<file path="config.mk">
export PLATFORM = sky130hd
export DESIGN_NAME = mdu_top
export DESIGN_NICKNAME = d
export VERILOG_FILES = /design/src/rtl/mdu_pkg.sv /design/src/rtl/mdu_seq.sv /design/src/rtl/mdu_sign.sv /design/src/rtl/mdu_core.sv /design/src/rtl/mdu_top.sv
export SDC_FILE = /design/constraint.sdc
export NUM_CORES = 1
export LEC_CHECK = 0
export BUFFER_PORTS_ARGS = -buffer_cell sky130_fd_sc_hd__buf_4
export CORE_MARGIN = 2
export CORE_UTILIZATION = 39
export CTS_BUF_LIST = sky130_fd_sc_hd__clkbuf_2 sky130_fd_sc_hd__clkbuf_4 sky130_fd_sc_hd__clkbuf_8
export CTS_CLUSTER_SIZE = 30
export DETAILED_ROUTE_END_ITERATION = 7
export PLACE_DENSITY = 0.63
export SLEW_MARGIN = 10
export SYNTH_ARGS = -nofsm -noshare
export SYNTH_HDL_FRONTEND = slang
export SYNTH_HIERARCHICAL = 1
export SYNTH_SLANG_ARGS = --single-unit
</file>
<file path="constraint.sdc">
create_clock -name clk -period 3.39 [get_ports clk]
set_input_delay 0.5085 -clock clk [delete_from_list [all_inputs] [get_ports clk]]
set_output_delay 0.5085 -clock clk [all_outputs]
set_load 0.02 [all_outputs]
</file>
<file path="src/rtl/mdu_pkg.sv">
package mdu_pkg;
  typedef enum logic [1:0] {
    OP_MUL_S = 2'b00,
    OP_MUL_U = 2'b01,
    OP_DIV_S = 2'b10,
    OP_DIV_U = 2'b11
  } mdu_op_e;

  typedef enum logic [1:0] {
    ST_IDLE = 2'd0,
    ST_PREP = 2'd1,
    ST_STEP = 2'd2,
    ST_FIN  = 2'd3
  } mdu_state_e;
endpackage

</file>
<file path="src/rtl/mdu_seq.sv">
module mdu_seq import mdu_pkg::*; #(
  parameter int STEPS = 32
) (
  input  logic clk,
  input  logic rst_n,
  input  logic start_i,
  output logic busy_o,
  output logic accept_o,
  output logic prep_o,
  output logic step_o,
  output logic fin_o
);
  localparam int CW = (STEPS > 1) ? $clog2(STEPS) : 1;
  localparam logic [CW-1:0] LAST = CW'(STEPS - 1);

  mdu_state_e state_q;
  logic [CW-1:0] cnt_q;

  always_ff @(posedge clk or negedge rst_n) begin
    if (!rst_n) begin
      state_q <= ST_IDLE;
      cnt_q   <= '0;
    end else begin
      unique case (state_q)
        ST_IDLE: if (start_i) state_q <= ST_PREP;
        ST_PREP: begin
          state_q <= ST_STEP;
          cnt_q   <= '0;
        end
        ST_STEP: begin
          if (cnt_q == LAST) state_q <= ST_FIN;
          else               cnt_q   <= cnt_q + 1'b1;
        end
        ST_FIN:  state_q <= ST_IDLE;
        default: state_q <= ST_IDLE;
      endcase
    end
  end

  assign busy_o   = (state_q != ST_IDLE);
  assign accept_o = (state_q == ST_IDLE) && start_i;
  assign prep_o   = (state_q == ST_PREP);
  assign step_o   = (state_q == ST_STEP);
  assign fin_o    = (state_q == ST_FIN);


  step_count_chk: assert property (@(posedge clk) disable iff (!rst_n)
    (state_q == ST_STEP && cnt_q != LAST) |=> (state_q == ST_STEP && cnt_q == $past(cnt_q) + 1'b1));


  no_restart_chk: assert property (@(posedge clk) disable iff (!rst_n)
    (state_q == ST_STEP && start_i) |=> (state_q != ST_PREP));
endmodule

</file>
<file path="src/rtl/mdu_sign.sv">
module mdu_sign #(
  parameter int W = 32
) (
  input  logic [1:0]   op_i,
  input  logic [W-1:0] a_i,
  input  logic [W-1:0] b_i,
  output logic [W-1:0] mag_a_o,
  output logic [W-1:0] mag_b_o,
  output logic         is_div_o,
  output logic         neg_main_o,
  output logic         neg_rem_o
);
  logic signed_op, a_neg, b_neg;

  always_comb begin
    signed_op  = ~op_i[0];
    is_div_o   = op_i[1];
    a_neg      = signed_op & a_i[W-1];
    b_neg      = signed_op & b_i[W-1];
    mag_a_o    = a_neg ? (~a_i + 1'b1) : a_i;
    mag_b_o    = b_neg ? (~b_i + 1'b1) : b_i;
    neg_main_o = a_neg ^ b_neg;
    neg_rem_o  = op_i[1] & a_neg;
  end
endmodule

</file>
<file path="src/rtl/mdu_core.sv">
module mdu_core #(
  parameter int W = 32
) (
  input  logic         clk,
  input  logic         rst_n,
  input  logic         prep_i,
  input  logic         step_i,
  input  logic         is_div_i,
  input  logic         neg_main_i,
  input  logic         neg_rem_i,
  input  logic [W-1:0] mag_a_i,
  input  logic [W-1:0] mag_b_i,
  output logic [W-1:0] res_hi_o,
  output logic [W-1:0] res_lo_o
);
  localparam int DW = 2 * W;

  logic [DW-1:0] p_q, p_next, prod;
  logic [W-1:0]  m_q;
  logic [W:0]    add_sum, shifted;
  logic [W+1:0]  diff;

  always_comb begin
    add_sum = {1'b0, p_q[DW-1:W]} + {1'b0, (p_q[0] ? m_q : '0)};
    shifted = {p_q[DW-1:W], p_q[W-1]};
    diff    = {1'b0, shifted} - {2'b00, m_q};
    if (!is_div_i)    p_next = {add_sum, p_q[W-1:1]};
    else if (!diff[W+1]) p_next = {diff[W-1:0], p_q[W-2:0], 1'b1};
    else              p_next = {shifted[W-1:0], p_q[W-2:0], 1'b0};
  end

  always_ff @(posedge clk or negedge rst_n) begin
    if (!rst_n) begin
      p_q <= '0;
      m_q <= '0;
    end else if (prep_i) begin
      p_q <= {{W{1'b0}}, mag_a_i};
      m_q <= mag_b_i;
    end else if (step_i) begin
      p_q <= p_next;
    end
  end

  always_comb begin
    prod = neg_main_i ? (~p_q + 1'b1) : p_q;
    if (is_div_i) begin
      res_hi_o = neg_rem_i  ? (~p_q[DW-1:W] + 1'b1) : p_q[DW-1:W];
      res_lo_o = neg_main_i ? (~p_q[W-1:0] + 1'b1)  : p_q[W-1:0];
    end else begin
      res_hi_o = prod[DW-1:W];
      res_lo_o = prod[W-1:0];
    end
  end


  div_zero_chk: assert property (@(posedge clk) disable iff (!rst_n)
    (step_i && is_div_i && m_q == '0) |=> p_q[0]);
endmodule

</file>
<file path="src/rtl/mdu_top.sv">
module mdu_top import mdu_pkg::*; #(
  parameter int WIDTH = 32
) (
  input  logic             clk,
  input  logic             rst_n,
  input  logic             start_i,
  input  logic [1:0]       op_i,
  input  logic [WIDTH-1:0] opa_i,
  input  logic [WIDTH-1:0] opb_i,
  output logic             busy_o,
  output logic             done_o,
  output logic [WIDTH-1:0] hi_o,
  output logic [WIDTH-1:0] lo_o
);
  logic accept, prep, step, fin, busy;
  logic [1:0]       op_q;
  logic [WIDTH-1:0] a_q, b_q, mag_a, mag_b, res_hi, res_lo, hi_q, lo_q;
  logic is_div, neg_main, neg_rem, done_q;

  mdu_seq #(.STEPS(WIDTH)) u_seq (
    .clk(clk), .rst_n(rst_n), .start_i(start_i), .busy_o(busy),
    .accept_o(accept), .prep_o(prep), .step_o(step), .fin_o(fin)
  );

  always_ff @(posedge clk or negedge rst_n) begin
    if (!rst_n) begin
      op_q <= '0;
      a_q  <= '0;
      b_q  <= '0;
    end else if (accept) begin
      op_q <= op_i;
      a_q  <= opa_i;
      b_q  <= opb_i;
    end
  end

  mdu_sign #(.W(WIDTH)) u_sign (
    .op_i(op_q), .a_i(a_q), .b_i(b_q), .mag_a_o(mag_a), .mag_b_o(mag_b),
    .is_div_o(is_div), .neg_main_o(neg_main), .neg_rem_o(neg_rem)
  );

  mdu_core #(.W(WIDTH)) u_core (
    .clk(clk), .rst_n(rst_n), .prep_i(prep), .step_i(step), .is_div_i(is_div),
    .neg_main_i(neg_main), .neg_rem_i(neg_rem), .mag_a_i(mag_a), .mag_b_i(mag_b),
    .res_hi_o(res_hi), .res_lo_o(res_lo)
  );

  always_ff @(posedge clk or negedge rst_n) begin
    if (!rst_n) begin
      hi_q   <= '0;
      lo_q   <= '0;
      done_q <= 1'b0;
    end else begin
      done_q <= fin;
      if (fin) begin
        hi_q <= res_hi;
        lo_q <= res_lo;
      end
    end
  end

  assign busy_o = busy;
  assign done_o = done_q;
  assign hi_o   = hi_q;
  assign lo_o   = lo_q;


  hilo_hold_chk: assert property (@(posedge clk) disable iff (!rst_n)
    !done_q |-> ($stable(hi_q) && $stable(lo_q)));


  done_pulse_chk: assert property (@(posedge clk) disable iff (!rst_n)
    done_q |-> (!busy && $past(busy)));


  operand_hold_chk: assert property (@(posedge clk) disable iff (!rst_n)
    (busy && start_i) |=> ($stable(a_q) && $stable(b_q) && $stable(op_q)));
endmodule

</file>
==> flow_metrics.env, run 1 <==
export IMPL_syn2layout_area_growth_pct=20.7
export IMPL_layout_nets=2234
export IMPL_fin_tns_setup_ps=-54.8
export IMPL_rr_startpoint="u_core/p_q[40]"
export IMPL_cpLargestDelayFamily="simple AND/OR/NAND/NOR gates"
export IMPL_antenna_cells=0
export IMPL_synth_top_area_cell="dfrtp_1"
export IMPL_io_pins=135
export IMPL_ff2ff_path_depth=10
export IMPL_yosysSeqAreaShare=0.347
export IMPL_p_seq_frac=0.234
export IMPL_die_w_um=212
export IMPL_drive_above_1_share=0.262
export IMPL_power_w=0.0241
export IMPL_drc=0
export IMPL_synth_edff_count=0
export IMPL_rrSetupSlack_ps=-50
export IMPL_worstPathRequired_ps=3890
export IMPL_fillerInstances=4137
export IMPL_synth_top_cells_by_count="234 x dfrtp_1, 202 x nand2_1, 188 x o21ai_0"
export IMPL_tritoncts="yes"
export IMPL_reg2reg_to="hi_o[18]"
export IMPL_syn_nets=2020
export IMPL_first_pass_iters=7
export IMPL_fin_crit_ps=3440
export IMPL_synth_most_common_cell="dfrtp_1"
export IMPL_hold_path_end="a_q[4]"
export IMPL_cts_sinks=234
export IMPL_wire_per_inst_um=18.8
export IMPL_min_path_type="in2reg"
export IMPL_async_reset_ff_frac=1.00
export IMPL_vias_per_cell=5.46
export IMPL_ant_nets=0
export IMPL_hpwl_um=38800
export IMPL_worst_slew_pin_slew_ps=763
export IMPL_path_cells="or3_4 > or4_4 > or2_1 > or4_4 > or2_1 > or4_4 > nand2b_4 > o31ai_4 > xnor2_2 > mux2_4"
export IMPL_setup_viol=1
export IMPL_drt_total_wl_um=50800
export IMPL_path_clk_slew_ps=60
export IMPL_start_util=0.393
export IMPL_vias=14800
export IMPL_swShare=0.468
export IMPL_htreeDepth=2
export IMPL_worstPathMaxFanout=5
export IMPL_grt_pass1_wl_um=80300
export IMPL_cts_max_path_buffers=3
export IMPL_hold_viol_final=0
export IMPL_path_class="reg2reg"
export IMPL_grt_pass1_vias=14700
export IMPL_gp_congestion=0.920
export IMPL_crit_top_cell="or4_4"
export IMPL_cts_buffers_inserted=45
export IMPL_synth_area_leaders="dfrtp_1 35%, mux2_2 6.4%, o21ai_0 5.6%"
export IMPL_path_buf_inv=0
export IMPL_arrival_ps=3950
export IMPL_hp_start="opa_i[4]"
export IMPL_rsz0062_at_grt="true"
export IMPL_synthCells=1874
export IMPL_ys_warn_count=6
export IMPL_pwr_share_comb=0.641
export IMPL_synth_avg_cell_area_um2=9.00
export IMPL_timing_fmax_mhz=290
export IMPL_netlist_area_um2=16900
export IMPL_grt_ovfl_total=0
export IMPL_synth_top_area_frac=0.347
export IMPL_holdPathStages=2
export IMPL_cpPeakStageDelay_ps=430
export IMPL_p_sw_w=0.0113
export IMPL_antenna_found_initial=0
export IMPL_core_area_um2=42900
export IMPL_p_leak_nw=9.14
export IMPL_start_kind="register"
export IMPL_grt_max_degree=85
export IMPL_powerDensity_nw_per_um2=1180
export IMPL_drv_cap=0
export IMPL_cell_internal_pwr_w=0.0128
export IMPL_min_period_over_period=1.02
export IMPL_row_count=76
export IMPL_max_vdd_ir_drop_uv=457
export IMPL_clock_skew_ps=38.5
export IMPL_portBuffers=134
export IMPL_cp_slowest_cell="or4_4"
export IMPL_p_clk_frac=0.126
export IMPL_synth_ff_type="dfrtp_1"
export IMPL_outcome="complete, but fails checks"
export IMPL_final_max_slew_violation_count=0
export IMPL_grt_usage=0.226
export IMPL_drt_first_iter_violations=924
export IMPL_clk_latency_ps=630
export IMPL_die_height_um=212
export IMPL_cp_end_kind="register"
export IMPL_setup_ws_ps=-54.8
export IMPL_dieArea_um2=44900
export IMPL_synth_seq_cells=234
export IMPL_holdWs_ps=99.9
export IMPL_slew_headroom=0.491
export IMPL_root_buffer="clkbuf_8"
export IMPL_violations="setup timing"
export IMPL_synth_distinct_cells=82
[worst max path at each step]
stage,startpoint,to,cells after the start
floorplan,u_core/p_q[40],hi_o[20],10
global placement,u_core/p_q[40],hi_o[18],10
finish,u_core/p_q[40],hi_o[18],10
detailed placement,u_core/p_q[40],hi_o[18],10
global route,u_core/p_q[40],hi_o[18],10
CTS,u_core/p_q[40],hi_o[18],10
[routing by layer]
layer / global-route usage / vias up / wire length, µm
met5: 0 / - / 0
met4: 0.0765 / 0 / 1550
met3: 0.0363 / 103 / 2210
met2: 0.370 / 385 / 23700
met1: 0.302 / 7163 / 23300
li1: - / 7103 / -
[kinds of logic (layout without fill, tap and decap cells)]
family / count (synthesis) / in the layout / synth area share
mux: 180 / 180 / 0.126
flops: 234 / 234 / 0.347
xor+xnor: 174 / 174 / 0.0904
fa+ha+maj: 77 / 77 / 0.0580
compound gates: 488 / 488 / 0.177
simple gates: 547 / 547 / 0.155
buf+inv: 174 / 416 / 0.0458
[placed cells by master, fill, tap and decap left out, types with 6 or more instances in the layout]
master and instances:
nand3_1 26, xnor2_1 100, or4_4 6, nand2_1 201, nor3_1 37, and2_1 9
a21o_1 36, nand2b_1 21, clkbuf_8 54, or3_1 11, or2_2 8, o31ai_1 19
a31oi_1 20, ha_1 71, a211oi_1 8, and3_1 6, o211ai_1 10, o21bai_1 9
clkbuf_4 13, o21ai_0 184, mux2_2 94, xor2_1 73, inv_1 66, buf_4 266
nand4_1 14, o41ai_1 12, a21oi_1 108, dfrtp_1 233, o21a_1 14, or4_1 7
nor2b_1 17, nor4_1 12, mux2_4 43, mux2i_1 43, nor2_1 131
[power groups by stage]
stage,Combinational [W],Sequential [W],Clock (W)
after detailed placement,0.0151,0.00564,0
after global routing,0.0169,0.00583,0.00323
after CTS,0.0152,0.00560,0.00312
final,0.0154,0.00562,0.00302
after global placement,0.0148,0.00559,0
after floorplan,0.0101,0.00568,0
[timing repair]
item	4_1_cts	5_1_grt
pin swaps	4	8
hold buffers	1	0
buffers inserted	2	3
hold endpoints to repair	42	0
gates resized for setup	4	37
endpoints found under the setup margin	5	57
[flip-flops by register name (all words and copies together) (netlist names)]
signal and cells:
hi_o 32, lo_o 32, u_core/m_q 32, u_seq/state_q 2, done_o 1, op_q 2
a_q 32, u_core/p_q 64, b_q 32, u_seq/cnt_q 5
[area by class of cell]
| cell class | count | area (µm²) | area share |
|---|---|---|---|
| Multi-Input combinational cell | 1466 | 10400 | 0.512 |
| Clock buffer | 67 | 841 | 0.0413 |
| Timing Repair Buffer | 274 | 2130 | 0.105 |
| Inverter | 67 | 251 | 0.0124 |
| Tap cell | 585 | 732 | 0.0360 |
| Clock inverter | 8 | 119 | 0.00584 |
| Sequential cell | 234 | 5860 | 0.288 |
[per-stage QoR]
stage,instances,setup slack [ps],utilization,cell area [µm²]
after detailed placement,2620,-96.2,0.447,19200
final,2701,-54.8,0.475,20400
after CTS,2698,-35.8,0.471,20200
after global routing,2701,-137,0.475,20400
after floorplan,1874,-89.3,-,16900
after global placement,2620,-31.3,0.447,19200
Note: power is estimated with default switching activity, not from simulation.
==> run 2, diff against run 1 <==
--- a/config.mk
+++ b/config.mk
@@ -5,6 +5,7 @@
 export SDC_FILE = /design/constraint.sdc
 export NUM_CORES = 1
 export LEC_CHECK = 0
+export ABC_AREA = 1
 export BUFFER_PORTS_ARGS = -buffer_cell sky130_fd_sc_hd__buf_4
 export CORE_MARGIN = 2
 export CORE_UTILIZATION = 39
@@ -15,5 +16,4 @@
 export SLEW_MARGIN = 10
 export SYNTH_ARGS = -nofsm -noshare
 export SYNTH_HDL_FRONTEND = slang
-export SYNTH_HIERARCHICAL = 1
 export SYNTH_SLANG_ARGS = --single-unit
==> run 2 against run 1 <==
The flow now finishes without violations; critical endpoint is now u_core.p_q[57]; combinational power grew 21%; clock skew shrank 6.4 ps; flip-flop and latch count is the same; sequential share of layout area shrank 2.5 points.
==> flow_metrics.env, run 2 <==
export IMPL_die_w_um=227
export IMPL_powerDensity_nw_per_um2=1240
export IMPL_largest_register_ffs=64
export IMPL_final_common_cell="nand2_1"
export IMPL_drc=0
export IMPL_grt_pass1_wl_um=107000
export IMPL_synth_distinct_cells=53
export IMPL_vias=20500
export IMPL_rrSetupSlack_ps=580
export IMPL_clock_skew_ps=32.1
export IMPL_rsz0062_at_grt="false"
export IMPL_synth_seq_cells=234
export IMPL_synth_most_common_cell="nand2_1"
export IMPL_p_seq_frac=0.210
export IMPL_slew_headroom=0.373
export IMPL_portBuffers=134
export IMPL_path_class="reg2reg"
export IMPL_setup_ws_ps=585
export IMPL_clk_latency_ps=640
export IMPL_final_max_slew_violation_count=0
export IMPL_top_register="u_core.p_q"
export IMPL_drt_first_iter_violations=1957
export IMPL_final_util=0.454
export IMPL_reg2reg_to="u_core.p_q[57]"
export IMPL_htreeDepth=2
export IMPL_grt_usage=0.269
export IMPL_outcome="complete, no violations"
export IMPL_fin_crit_ps=2810
export IMPL_pwr_share_comb=0.678
export IMPL_vias_per_cell=5.20
export IMPL_hold_viol_final=0
export IMPL_cell_internal_pwr_w=0.0120
export IMPL_holdPathStages=2
export IMPL_tritoncts="yes"
export IMPL_cts_max_path_buffers=3
export IMPL_start_kind="register"
export IMPL_timing_fmax_mhz=356
export IMPL_cp_slowest_cell="dfrtp_1"
export IMPL_die_height_um=227
export IMPL_synthCells=3124
export IMPL_async_reset_ff_frac=1.00
export IMPL_core_area_um2=49100
export IMPL_p_leak_nw=11.7
export IMPL_p_sw_w=0.0156
export IMPL_pre_cts_ws_ps=604
export IMPL_worstPathMaxFanout=13
export IMPL_drive_above_1_share=0.104
export IMPL_min_period_over_period=0.827
export IMPL_layout_nets=3404
export IMPL_hpwl_um=54800
export IMPL_drt_total_wl_um=69700
export IMPL_grt_ovfl_total=0
export IMPL_ff2ff_path_depth=15
export IMPL_start_util=0.397
export IMPL_arrival_ps=3320
export IMPL_synth_top_area_frac=0.301
export IMPL_synth_ff_type="dfrtp_1"
export IMPL_cpPeakStageDelay_ps=520
export IMPL_drv_cap=0
export IMPL_yosysSeqAreaShare=0.301
export IMPL_antenna_found_initial=1
export IMPL_cp_startpoint="u_core.p_q[0]"
export IMPL_dieArea_um2=51700
export IMPL_synth_top_area_cell="dfrtp_1"
export IMPL_cts_resized_gates=0
export IMPL_synth_top_cells_by_count="927 x nand2_1, 422 x inv_1, 368 x nor2_1"
export IMPL_syn_nets=3270
export IMPL_root_buffer="clkbuf_8"
export IMPL_io_pins=135
export IMPL_cp_end_kind="register"
export IMPL_ys_warn_count=0
export IMPL_netlist_area_um2=19500
export IMPL_min_path_type="in2reg"
export IMPL_wire_per_inst_um=17.6
export IMPL_hp_start="opa_i[25]"
export IMPL_cpLargestDelayFamily="simple AND/OR/NAND/NOR gates"
export IMPL_gp_congestion=1.01
export IMPL_worstPathRequired_ps=3900
export IMPL_fin_tns_setup_ps=0
export IMPL_synth_avg_cell_area_um2=6.23
export IMPL_swShare=0.564
export IMPL_hold_path_end="a_q[25]"
export IMPL_layout_common_cells="926 x nand2_1, 421 x inv_1, 368 x nor2_1"
export IMPL_path_cells="buf_4 > nand2_1 > inv_1 > ha_1 > nand2_1 > nor2_1 > nand3_1 > nand3_1 > nand3_1 > nand3_1 > nand3_1 > nand2_1 > inv_1 > nand2_1 > nand2_1"
export IMPL_ant_nets=0
export IMPL_path_buf_inv=3
export IMPL_synth_area_leaders="dfrtp_1 30%, nand2_1 18%, inv_1 8.1%"
export IMPL_first_pass_iters=6
export IMPL_cts_sinks=234
export IMPL_syn2layout_area_growth_pct=14.5
export IMPL_cts_buffers_inserted=44
export IMPL_rr_startpoint="u_core.p_q[0]"
export IMPL_max_vdd_ir_drop_uv=566
export IMPL_synth_edff_count=0
export IMPL_grt_pass1_vias=18800
export IMPL_row_count=81
export IMPL_p_clk_frac=0.112
export IMPL_worst_slew_pin_slew_ps=940
export IMPL_grt_max_degree=86
export IMPL_path_clk_slew_ps=60
export IMPL_setup_viol=0
-- run 2: cell type report --
class                   count  area, µm²
diodes                      1       2.50
clock buffers              66        821
clock inverters             6        123
fillers                  5396      26800
inverters                 438       1650
multi-input cells        2354      11500
flip-flops and latches    234       5860
well taps                 664        831
repair buffers            186       1460
-- run 2: through the flow --
| step | hold WS (ps) | cell area, µm² | power [W] | instances |
|---|---|---|---|---|
| after detailed placement | 467 | 21300 | 0.0242 | 3875 |
| final | 104 | 22300 | 0.0276 | 3949 |
| after floorplan | 213 | 19500 | 0.0183 | 3124 |
| after global routing | 79.6 | 22300 | 0.0301 | 3949 |
| after CTS | 72.1 | 22300 | 0.0274 | 3948 |
| after global placement | 467 | 21300 | 0.0241 | 3875 |
-- run 2: power groups by stage --
stage,Sequential [W],Clock [W],Combinational (W)
5_1_grt,0.00594,0.00327,0.0209
4_1_cts,0.00573,0.00317,0.0185
3_5_place_dp,0.00577,0,0.0184
3_3_place_gp,0.00577,0,0.0184
2_1_floorplan,0.00567,0,0.0126
6_report,0.00579,0.00309,0.0187
-- run 2: worst max path at each step --
stage | end | slack, ps | depth (start not counted)
2_1_floorplan | u_core.p_q[61] | 860 | 19
3_3_place_gp | u_core.p_q[57] | 590 | 15
3_5_place_dp | u_core.p_q[61] | 600 | 17
4_1_cts | u_core.p_q[61] | 590 | 17
5_1_grt | u_core.p_q[61] | 330 | 17
6_report | u_core.p_q[57] | 580 | 15
-- run 2: worst register-to-register path, delay by kind of cell (launching register included) --
family / cells / cell delay, ps
AND/OR/NAND/NOR: 11 / 1480
flip-flops: 1 / 520
buffers and inverters: 3 / 350
adder cells (fa/ha/maj): 1 / 340
-- run 2: cells by family (layout without fill, tap and decap cells) --
kind of cell,Yosys count,count (layout),share of synthesized area
AND/OR/NAND/NOR,1736,1736,0.377
buffers and inverters,536,696,0.107
AO/OA/AOI/OAI,461,461,0.127
flip-flops,234,234,0.301
adder cells (fa/ha/maj),77,77,0.0503
XOR/XNOR,65,65,0.0293
multiplexers,15,15,0.00868
other,0,1,0
-- run 2: repair_timing --
| item | in CTS | in global routing |
|---|---|---|
| buffers inserted | 0 | 0 |
| hold buffers | 1 | 0 |
| endpoints found under the hold margin | 74 | 0 |
| endpoints found under the setup margin | 0 | 0 |
-- run 2: layer usage --
metal	global-route usage	part of all wire	vias to the layer above
li1	-	-	10300
met1	0.400	0.48	9365
met2	0.397	0.42	756
met3	0.0463	0.078	115
met4	0.0744	0.027	2
met5	0.0123	0.0012	-
==> run 3, diff against run 2 <==
--- a/config.mk
+++ b/config.mk
@@ -12,7 +12,7 @@
 export CTS_BUF_LIST = sky130_fd_sc_hd__clkbuf_2 sky130_fd_sc_hd__clkbuf_4 sky130_fd_sc_hd__clkbuf_8
 export CTS_CLUSTER_SIZE = 30
 export DETAILED_ROUTE_END_ITERATION = 7
-export PLACE_DENSITY = 0.63
+export PLACE_DENSITY = 0.61
 export SLEW_MARGIN = 10
 export SYNTH_ARGS = -nofsm -noshare
 export SYNTH_HDL_FRONTEND = slang
==> constraint.sdc (replaced) <==
create_clock -name clk -period 2.8 [get_ports clk]
set_input_delay 0.42 -clock clk [delete_from_list [all_inputs] [get_ports clk]]
set_output_delay 0.42 -clock clk [all_outputs]
set_load 0.02 [all_outputs]
==> run 3 against run 2 <==
Die area unchanged; design area up 5.0%; first-iteration DRC count down 1.6%; sequential power up 18%; clock skew up 15 ps; largest cell class unchanged; largest power group unchanged.
==> flow_metrics.env, run 3 (synthesized netlist as in run 2, its figures left out) <==
export IMPL_cpPeakStageDelay_ps=450
export IMPL_power_w=0.0354
export IMPL_top_register="u_core.p_q"
export IMPL_cp_startpoint="u_core.p_q[0]"
export IMPL_wire_per_inst_um=18.8
export IMPL_drc=0
export IMPL_largest_register_ffs=64
export IMPL_core_area_um2=49100
export IMPL_cp_slowest_cell="dfrtp_2"
export IMPL_grt_pass1_vias=19600
export IMPL_hold_viol_final=0
export IMPL_cts_buffers_inserted=46
export IMPL_vias=21300
export IMPL_p_leak_nw=12.3
export IMPL_row_count=81
export IMPL_vias_per_cell=5.23
export IMPL_start_kind="register"
export IMPL_fin_tns_setup_ps=0
export IMPL_drt_total_wl_um=76400
export IMPL_rsz0062_at_grt="false"
export IMPL_drt_first_iter_violations=1926
export IMPL_crit_path_end="u_core.p_q[60]"
export IMPL_ant_nets=0
export IMPL_reg2reg_to="u_core.p_q[60]"
export IMPL_crit_top_cell="nand2_1"
export IMPL_tritoncts="yes"
export IMPL_setup_viol=0
export IMPL_slew_headroom=0.580
export IMPL_ff2ff_path_depth=15
export IMPL_rr_startpoint="u_core.p_q[0]"
export IMPL_final_common_cell="nand2_1"
export IMPL_hpwl_um=60800
export IMPL_arrival_ps=3150
export IMPL_dieArea_um2=51700
export IMPL_syn2layout_area_growth_pct=20.2
export IMPL_hp_start="opa_i[21]"
export IMPL_min_period_over_period=0.943
export IMPL_grt_ovfl_total=0
export IMPL_fillerInstances=5260
export IMPL_cts_max_path_buffers=3
export IMPL_cts_sinks=234
export IMPL_path_cells="buf_12 > nand2_1 > inv_1 > ha_1 > buf_4 > a21oi_1 > o21ai_1 > inv_1 > nand2_1 > a21oi_1 > nand2_1 > nand2_1 > nand3_1 > nand3_1 > nand2_1"
export IMPL_fin_crit_ps=2640
export IMPL_grt_usage=0.296
export IMPL_io_pins=135
export IMPL_worst_slew_pin_slew_ps=630
export IMPL_grt_max_degree=106
export IMPL_max_vdd_ir_drop_uv=857
export IMPL_powerDensity_nw_per_um2=1520
export IMPL_grt_pass1_wl_um=116000
export IMPL_die_w_um=227
export IMPL_gp_congestion=0.997
export IMPL_antenna_found_initial=1
export IMPL_rrSetupSlack_ps=160
export IMPL_die_height_um=227
export IMPL_layout_common_cells="925 x nand2_1, 420 x inv_1, 365 x nor2_1"
export IMPL_final_max_slew_violation_count=0
export IMPL_portBuffers=134
export IMPL_path_clk_slew_ps=60
export IMPL_worstPathMaxFanout=30
export IMPL_worstPathRequired_ps=3310
export IMPL_first_pass_iters=7
export IMPL_cp_end_kind="register"
export IMPL_start_util=0.397
export IMPL_timing_fmax_mhz=379
export IMPL_drv_cap=0
export IMPL_htreeDepth=2
export IMPL_drive_above_1_share=0.132
export IMPL_clk_latency_ps=660
export IMPL_root_buffer="clkbuf_8"
export IMPL_layout_nets=3525
export IMPL_path_class="reg2reg"
export IMPL_outcome="complete, no violations"
export IMPL_clock_skew_ps=46.7
export IMPL_min_path_type="in2reg"
[run 3: how the worst min path moves through the flow]
stage	endpoint	slack (ps)	depth (start not counted)
2_1_floorplan	a_q[0]	120	0
3_3_place_gp	b_q[29]	270	1
6_report	a_q[21]	40	3
3_5_place_dp	b_q[29]	280	1
5_1_grt	b_q[27]	20	2
4_1_cts	a_q[30]	2	3
[run 3: where the power goes]
part | switching, W | internal [W] | total [W]
logic | 0.0164 | 0.00844 | 0.0248
clock network | 0.00166 | 0.00214 | 0.00379
registers | 0.00172 | 0.00513 | 0.00685
[run 3: per-layer routing]
metal | wire [µm] | part of all wire | GRT usage
met2 | 31500 | 0.41 | 0.424
met3 | 5960 | 0.078 | 0.0409
met1 | 37000 | 0.48 | 0.459
met5 | 0 | 0 | 0
met4 | 1970 | 0.026 | 0.0801
[run 3: cell type report]
cell class	count	area (µm²)	area share
Inverter	438	1650	0.0704
Timing Repair Buffer	305	2490	0.107
Multi-Input combinational cell	2354	11600	0.495
Clock inverter	11	134	0.00573
Sequential cell	234	5860	0.251
Tap cell	664	831	0.0355
Clock buffer	68	848	0.0363
Antenna cell	1	2.50	0.000107
[run 3: what timing repair did]
item | 4_1_cts | 5_1_grt
endpoints found under the setup margin | 0 | 16
hold buffers | 33 | 0
buffers inserted | 0 | 0
resized for setup | 0 | 13
endpoints found under the hold margin | 266 | 0
[run 3: stage by stage]
stage | hold slack (ps) | std cells | area, µm² | utilization | setup WS [ps]
floorplan | 124 | 3124 | 19500 | - | 271
global placement | 275 | 3962 | 22000 | 0.449 | 1.70
detailed placement | 277 | 3962 | 22000 | 0.449 | 86.8
CTS | 2.31 | 4074 | 23300 | 0.476 | 69.0
global route | 20.9 | 4075 | 23400 | 0.477 | 8.50
finish | 40.3 | 4075 | 23400 | 0.477 | 159
[run 3: critical path: cells and delay by family (launching register included)]
kind | cells | cell delay (ps)
AOI/OAI and AO/OA | 3 | 640
buffers and inverters | 4 | 500
DFF | 1 | 450
and+or+nand+nor | 7 | 590
adders and majority gates | 1 | 290
